===== src/rtl/dsp_pkg.sv =====
`timescale 1ns/1ps
package dsp_pkg;
  localparam int ADDR_W = 3;
  localparam int PRE_W  = 10;
  localparam int NFLG   = 4;

  localparam logic [ADDR_W-1:0] A_CTRL  = 3'd0;
  localparam logic [ADDR_W-1:0] A_COUNT = 3'd1;
  localparam logic [ADDR_W-1:0] A_CMPA  = 3'd2;
  localparam logic [ADDR_W-1:0] A_CMPB  = 3'd3;
  localparam logic [ADDR_W-1:0] A_TOP   = 3'd4;
  localparam logic [ADDR_W-1:0] A_FLAGS = 3'd5;

  localparam int FLG_ZERO = 0;
  localparam int FLG_MA   = 1;
  localparam int FLG_MB   = 2;
  localparam int FLG_TOP  = 3;

  typedef struct packed {
    logic [1:0] mode_b;
    logic [1:0] mode_a;
    logic       top_from_a;
    logic [2:0] clk_sel;
  } ctrl_t;

  // divider - 1 for each select code; select 0/6/7 stops
  function automatic logic [PRE_W-1:0] presc_limit(input logic [2:0] sel);
    case (sel)
      3'd2:    return PRE_W'(7);
      3'd3:    return PRE_W'(63);
      3'd4:    return PRE_W'(255);
      3'd5:    return PRE_W'(1023);
      default: return '0;
    endcase
  endfunction
endpackage


===== src/rtl/dsp_prescaler.sv =====
`timescale 1ns/1ps
module dsp_prescaler import dsp_pkg::*; (
  input  logic       clk_i,
  input  logic       rst_ni,
  input  logic [2:0] sel_i,
  output logic       tick_o
);
  logic [PRE_W-1:0] div_q;
  logic [PRE_W-1:0] lim;
  logic             run;

  assign lim    = presc_limit(sel_i);
  assign run    = (sel_i != 3'd0) && (sel_i <= 3'd5);
  assign tick_o = run && (div_q >= lim);

  always_ff @(posedge clk_i or negedge rst_ni) begin
    if (!rst_ni)                div_q <= '0;
    else if (!run || tick_o)    div_q <= '0;
    else                        div_q <= div_q + 1'b1;
  end
endmodule


===== src/rtl/dsp_updown.sv =====
`timescale 1ns/1ps
module dsp_updown #(
  parameter int W = 16
) (
  input  logic         clk_i,
  input  logic         rst_ni,
  input  logic         tick_i,
  input  logic [W-1:0] top_i,
  output logic [W-1:0] cnt_o,
  output logic         up_o
);
  logic [W-1:0] cnt_q;
  logic         down_q;

  // phase of the tick about to be taken
  assign up_o  = (cnt_q == '0) || (!down_q && (cnt_q < top_i));
  assign cnt_o = cnt_q;

  always_ff @(posedge clk_i or negedge rst_ni) begin
    if (!rst_ni) begin
      cnt_q  <= '0;
      down_q <= 1'b0;
    end else if (tick_i) begin
      if (up_o) begin
        down_q <= 1'b0;
        if (cnt_q < top_i) cnt_q <= cnt_q + 1'b1;
      end else begin
        down_q <= 1'b1;
        cnt_q  <= cnt_q - 1'b1;
      end
    end
  end
endmodule


===== src/rtl/dsp_channel.sv =====
`timescale 1ns/1ps
module dsp_channel #(
  parameter int W = 16
) (
  input  logic         clk_i,
  input  logic         rst_ni,
  input  logic         tick_i,
  input  logic         up_i,
  input  logic [W-1:0] cnt_i,
  input  logic [W-1:0] cmp_i,
  input  logic [1:0]   mode_i,
  output logic         match_o,
  output logic         wave_o
);
  logic pwm_q;

  assign match_o = tick_i && (cnt_i == cmp_i);
  assign wave_o  = mode_i[1] & pwm_q;

  // mode 2: clear rising / set falling; mode 3: reverse
  always_ff @(posedge clk_i or negedge rst_ni) begin
    if (!rst_ni)                     pwm_q <= 1'b0;
    else if (match_o && mode_i[1])   pwm_q <= mode_i[0] ? up_i : !up_i;
  end
endmodule


===== src/rtl/dual_slope_pwm.sv =====
`timescale 1ns/1ps
module dual_slope_pwm import dsp_pkg::*; #(
  parameter int CNT_W = 16
) (
  input  logic              clk_i,
  input  logic              rst_ni,
  input  logic              we_i,
  input  logic [ADDR_W-1:0] addr_i,
  input  logic [CNT_W-1:0]  wdata_i,
  output logic [CNT_W-1:0]  rdata_o,
  output logic [1:0]        wave_o,
  output logic [NFLG-1:0]   flags_o
);
  localparam int NCH = 2;

  ctrl_t                     ctrl_q;
  logic [CNT_W-1:0]          cap_q;
  logic [NCH-1:0][CNT_W-1:0] buf_q, act_q, cmp_eff;
  logic [NCH-1:0][1:0]       mode;
  logic [NCH-1:0]            match;
  logic [NFLG-1:0]           flags_q, flag_set, flag_clr;
  logic [CNT_W-1:0]          cnt, top_eff;
  logic [2:0]                clk_sel;
  logic                      tick, up, load, top_hit;

  assign clk_sel = ctrl_q.clk_sel;
  assign load    = tick && (cnt == '0);
  assign mode[0] = ctrl_q.mode_a;
  assign mode[1] = ctrl_q.mode_b;

  always_ff @(posedge clk_i or negedge rst_ni) begin
    if (!rst_ni) begin
      ctrl_q <= '0;
      cap_q  <= '0;
    end else if (we_i) begin
      if (addr_i == A_CTRL) ctrl_q <= ctrl_t'(wdata_i[$bits(ctrl_t)-1:0]);
      if (addr_i == A_TOP)  cap_q  <= wdata_i;
    end
  end

  for (genvar g = 0; g < NCH; g++) begin : g_ch
    localparam logic [ADDR_W-1:0] CMP_ADDR = (g == 0) ? A_CMPA : A_CMPB;

    always_ff @(posedge clk_i or negedge rst_ni) begin
      if (!rst_ni) begin
        buf_q[g] <= '0;
        act_q[g] <= '0;
      end else begin
        if (we_i && addr_i == CMP_ADDR) buf_q[g] <= wdata_i;
        if (load)                       act_q[g] <= buf_q[g];
      end
    end

    // the zero tick already compares against the value it loads
    assign cmp_eff[g] = load ? buf_q[g] : act_q[g];

    dsp_channel #(.W(CNT_W)) u_ch (
      .clk_i   (clk_i),
      .rst_ni  (rst_ni),
      .tick_i  (tick),
      .up_i    (up),
      .cnt_i   (cnt),
      .cmp_i   (cmp_eff[g]),
      .mode_i  (mode[g]),
      .match_o (match[g]),
      .wave_o  (wave_o[g])
    );
  end

  assign top_eff = ctrl_q.top_from_a ? cmp_eff[0] : cap_q;
  assign top_hit = tick && !ctrl_q.top_from_a && (cnt == cap_q);

  dsp_prescaler u_pre (
    .clk_i  (clk_i),
    .rst_ni (rst_ni),
    .sel_i  (clk_sel),
    .tick_o (tick)
  );

  dsp_updown #(.W(CNT_W)) u_cnt (
    .clk_i  (clk_i),
    .rst_ni (rst_ni),
    .tick_i (tick),
    .top_i  (top_eff),
    .cnt_o  (cnt),
    .up_o   (up)
  );

  always_comb begin
    flag_set           = '0;
    flag_set[FLG_ZERO] = load;
    flag_set[FLG_MA]   = match[0];
    flag_set[FLG_MB]   = match[1];
    flag_set[FLG_TOP]  = top_hit;
    flag_clr = (we_i && addr_i == A_FLAGS) ? wdata_i[NFLG-1:0] : '0;
  end

  always_ff @(posedge clk_i or negedge rst_ni) begin
    if (!rst_ni) flags_q <= '0;
    else         flags_q <= (flags_q & ~flag_clr) | flag_set;
  end
  assign flags_o = flags_q;

  always_comb begin
    case (addr_i)
      A_CTRL:  rdata_o = CNT_W'(ctrl_q);
      A_COUNT: rdata_o = cnt;
      A_CMPA:  rdata_o = buf_q[0];
      A_CMPB:  rdata_o = buf_q[1];
      A_TOP:   rdata_o = cap_q;
      A_FLAGS: rdata_o = CNT_W'(flags_q);
      default: rdata_o = '0;
    endcase
  end
endmodule


===== config.mk =====
export PLATFORM = sky130hd
export DESIGN_NAME = dual_slope_pwm
export DESIGN_NICKNAME = d
export VERILOG_FILES = /design/src/rtl/dsp_pkg.sv /design/src/rtl/dsp_prescaler.sv /design/src/rtl/dsp_updown.sv /design/src/rtl/dsp_channel.sv /design/src/rtl/dual_slope_pwm.sv
export SDC_FILE = /design/constraint.sdc
export NUM_CORES = 1
export LEC_CHECK = 0
export ABC_CLOCK_PERIOD_IN_PS = 6560
export CORE_AREA = 4 4 123 125
export CTS_BUF_LIST = sky130_fd_sc_hd__clkbuf_4
export CTS_CLUSTER_SIZE = 16
export DETAILED_ROUTE_END_ITERATION = 7
export DIE_AREA = 0 0 127 129
export HOLD_SLACK_MARGIN = 0.02
export PLACE_DENSITY = 0.75
export SLEW_MARGIN = 25
export SYNTH_ARGS = -nofsm -noshare
export SYNTH_HDL_FRONTEND = slang
export SYNTH_HIERARCHICAL = 1
export SYNTH_SLANG_ARGS = --single-unit

===== constraint.sdc =====
create_clock -name clk_i -period 6.56 [get_ports clk_i]
set_clock_uncertainty 0.1 [all_clocks]
set_input_delay 0.984 -clock clk_i [delete_from_list [all_inputs] [get_ports clk_i]]
set_output_delay 0.984 -clock clk_i [all_outputs]
set_load 0.01 [all_outputs]

==> summary by stage <==
Setup path
The critical register-to-register path endpoint is u_cnt/cnt_o[14]$_DFFE_PN0P_. The startpoint identified for the worst register-to-register timing path is clk_sel[1]$_DFFE_PN0P_. The peak fanout along the critical path is 7. The number of cell instances on the worst register-to-register path is 25. The worst setup path is captured at a flop. For the worst setup path, the data arrival time is 6.98 ns. The worst reg-to-reg setup slack is -0.05 ns. The sort of element at the start of the critical path is a flop. The type of the worst setup path is flop to flop. In this run the worst setup path terminates at u_cnt/cnt_o[14]$_DFFE_PN0P_.

The endpoint required time on the critical path is 6.93 ns. The launch point of the worst path is clk_sel[1]$_DFFE_PN0P_.

Floorplanning
The region available for standard cell placement spans 13900 um2. In this run the vertical extent of the chip is 129 um. The floorplan step set the die width to 127 um. The top-level port count is 44. In this run the core area contains 43 standard-cell rows. The initial standard-cell utilization of the core is 55.6%. The floorplan die area is 16400 um2.

Drt
The average routed wire per standard cell is 21.9 um. Before antenna repair, the detailed router went through 5 iterations. For this run, design rule violations remaining after detail routing come to 0. The detailed-route wire length is 21400 um.

The initial DRC count is 574. After detailed routing, the number of vias per cell comes to 6.46. Summing over every cut layer, the via total after detailed routing is 6310. The number of nets with antenna violations after detailed routing is 0.

Placed design
The final weighted congestion in routability-driven placement is 0.906. OpenSTA, run right after detailed placement, puts the worst setup slack at -0.297 ns. In this run the tool buffered the top-level ports with 43 buffer cells. Summed over all nets, the half-perimeter wirelength after detailed placement is 14600 um.

The placed instances occupy a cell area of 8380 um2.

Clock tree
The latest clock arrival within the worst-skew pair is 0.58 ns. The cell sitting at the root of the clock tree is a clkbuf_4. The number of buffers inserted by hold repair at cts is 0.

The H-tree was split into 4 levels. The number of buffers added by the clock tree synthesis step is 17. The clock input transition at the sequential cells of the worst setup and hold paths is 0.12 ns. The longest clock path from root to sink contains 2 buffers. The total clock sinks is 121.

TritonCTS built the clock tree.

Synth
The number of warnings reported in the yosys synthesis log is 6. The post-synthesis sequential area ratio is 39.2%. Yosys mapped a number of flops with a built-in enable equal to 0. The total nets after synthesis is 783. The cell count after synthesis is 720.

Among all flip-flop cells after synthesis, the most frequent one is dfrtp_1. The number of distinct standard cells referenced by the synthesized netlist is 71. The fraction of synthesis flops using an asynchronous set or reset pin is 100%. The area of the mapped netlist is 7720 um2.

In this run, synthesis produced a sequential element count of 121. The synthesized area divided by synthesized cell count is 10.7 um2.

Timing
The worst max-slew margin expressed relative to the limit is 24.9%. The smallest clock period supported by the final layout is computed as 6.61 ns. The number of slew-limit violations in the final report is 0. The final hold violation count was 0.

The count of endpoints failing setup in the final report is 3. Setup repair after global routing could not meet its margin everywhere. In the post-route analysis, the smallest setup slack over all paths is -0.0486 ns. Adding up every negative setup slack in the final design gives -0.0607 ns. For the pin with the worst max-slew slack, the measured transition is 1.12 ns. Timing would allow up to 0.151 GHz.

The part of the cycle the worst path needs is 101%.

Layout
Fill cells in the final layout number 1050. The leading cell type in the layout, fill and taps excluded is dfrtp_1. After routing the design area is 9070 um2. Leaving out fill and tap cells, the most frequent cells in the layout are dfrtp_1, mux2_2, xnor2_1. Registers take 3030 um2. For this run, the share of the core covered by cells in the final layout is 65.4%.

The antenna diode instance count is 0. The layout cell share with drive strength beyond 1 is 28.6%. The area of the multi-input gates is 4660 um2. The area growth from synthesis to layout is 17.5%. The final-stage net count is 848.

GRT
The number of global-route vias before repair is 6463. The number of antenna violations at the first check in global routing is 0. Global routing used 26.4% of the available tracks across all layers. The global-route congestion overflow total is 0. The first global-routing pass estimated 33900 um of wire.

The pin count of the biggest net entering global routing is 72.

Flow run
Across the run, the number of max-cap violations was 0.

Run status
The run finished, with violations left. The checks that failed: setup timing.

Pwr
Summed over all cells, the static leakage comes to 3.99 nW. Dividing total power by cell area gives a power density of 441 nW/um2. The completed layout was analyzed and its total power is 0.00400 W. Across the VDD grid, the largest voltage drop is 0.215 mV.

Worst hold path
The worst min-delay path class is primary input to async pin.
## per-stage QoR
step	hold WS [ns]	instances
floorplan	0.365	720
global placement	0.384	935
detailed placement	0.388	935
CTS	0.322	966
global route	0.351	977
finish	0.313	977
## routing by layer
metal  track usage [%]  vias up  wire length, um
met4              10.8        0              580
met1              33.8     3164             8820
met2              43.8      305            10400
li1                  -     2784                -
met3              5.52       57             1560
met5                 0        -                0
## synth_stat cells, drive strengths merged (12+ instances only)
cell type,n,area [um2]
nor4,12,96.3
a41oi,12,124
nand4,16,100
nor2b,13,81.3
inv,35,131
mux2,87,1020
nand2,34,133
o21ai,31,155
nor3,17,106
buf,17,105
dfrtp,121,3030
o22ai,14,87.6
xnor2,43,377
a21oi,35,175
xor2,21,184
nor2,32,123
mux2i,16,160
ha,40,500
## worst min path at each step
| stage | endpoint | slack, ns | cells past startpoint |
|---|---|---|---|
| CTS | act_q[18]$_DFF_PN0_ | 0.32 | 1 |
| detailed placement | act_q[25]$_DFF_PN0_ | 0.39 | 1 |
| floorplan | u_pre/div_q[0]$_DFF_PN0_ | 0.36 | 1 |
| global placement | u_pre/div_q[0]$_DFF_PN0_ | 0.38 | 1 |
| global route | ctrl_q[6]$_DFFE_PN0P_ | 0.35 | 1 |
| finish | cap_q[4]$_DFFE_PN0P_ | 0.31 | 1 |
## sequential cells by signal, summed over array words and instances, names as in the netlist
register / count
clk_sel: 3
u_cnt/cnt_o: 16
buf_q: 32
u_cnt/down_q: 1
u_pre/div_q: 10
flags_o: 4
act_q: 32
cap_q: 16
g_ch.u_ch/pwm_q: 2
ctrl_q: 5
## area by class of cell
type | instances | area share [%]
flip-flops and latches | 121 | 33.4
well taps | 180 | 2.48
inverters | 35 | 1.45
multi-input cells | 537 | 51.4
clock inverters | 13 | 2.23
clock buffers | 18 | 1.49
repair buffers | 73 | 7.56
## power by group
group	switching [W]	total (W)	leakage, nW	internal [W]
clock network	0.000300	0.000640	0.168	0.000340
registers	0.000282	0.00122	1.54	0.000941
logic	0.00113	0.00214	2.28	0.00101
total	0.00171	0.00400	3.99	0.00229
## critical path: stages, from the launching register on
cell      delay [ns]
dfrtp_2         0.46
nor2b_4         0.17
nand2_2         0.11
ha_4            0.29
nand4_1         0.12
or3_4           0.35
o211ai_1        0.18
o21a_1          0.20
nor4b_4         0.35
and4_2          0.35
a41oi_1         0.14
a21oi_1         0.25
inv_1           0.07
ha_1            0.29
and2_2          0.15
nand4_1         0.17
or4_4           0.58
a41oi_4         0.37
buf_6           0.16
ha_4            0.20
a21o_1          0.19
or3_1           0.33
o21ai_2         0.24
a21oi_2         0.10
or3_1           0.33
a31o_2          0.24
## what timing repair did
action,in CTS,in global routing
pin swaps,1,33
setup buffers,0,9
endpoints found under the setup margin,10,11
resized for setup,5,47
gates cloned,0,2
## logic make-up (layout without fill, tap and decap cells)
| kind of cell | Yosys count | after routing | synth area share, % |
|---|---|---|---|
| compound gates | 156 | 156 | 14.0 |
| mux | 106 | 106 | 16.2 |
| fa+ha+maj | 41 | 41 | 6.74 |
| simple gates | 169 | 170 | 13.0 |
| xor+xnor | 64 | 64 | 7.26 |
| buf+inv | 63 | 139 | 3.60 |
| flops | 121 | 121 | 39.2 |
No activity file was read; power rests on OpenSTA's default activity.
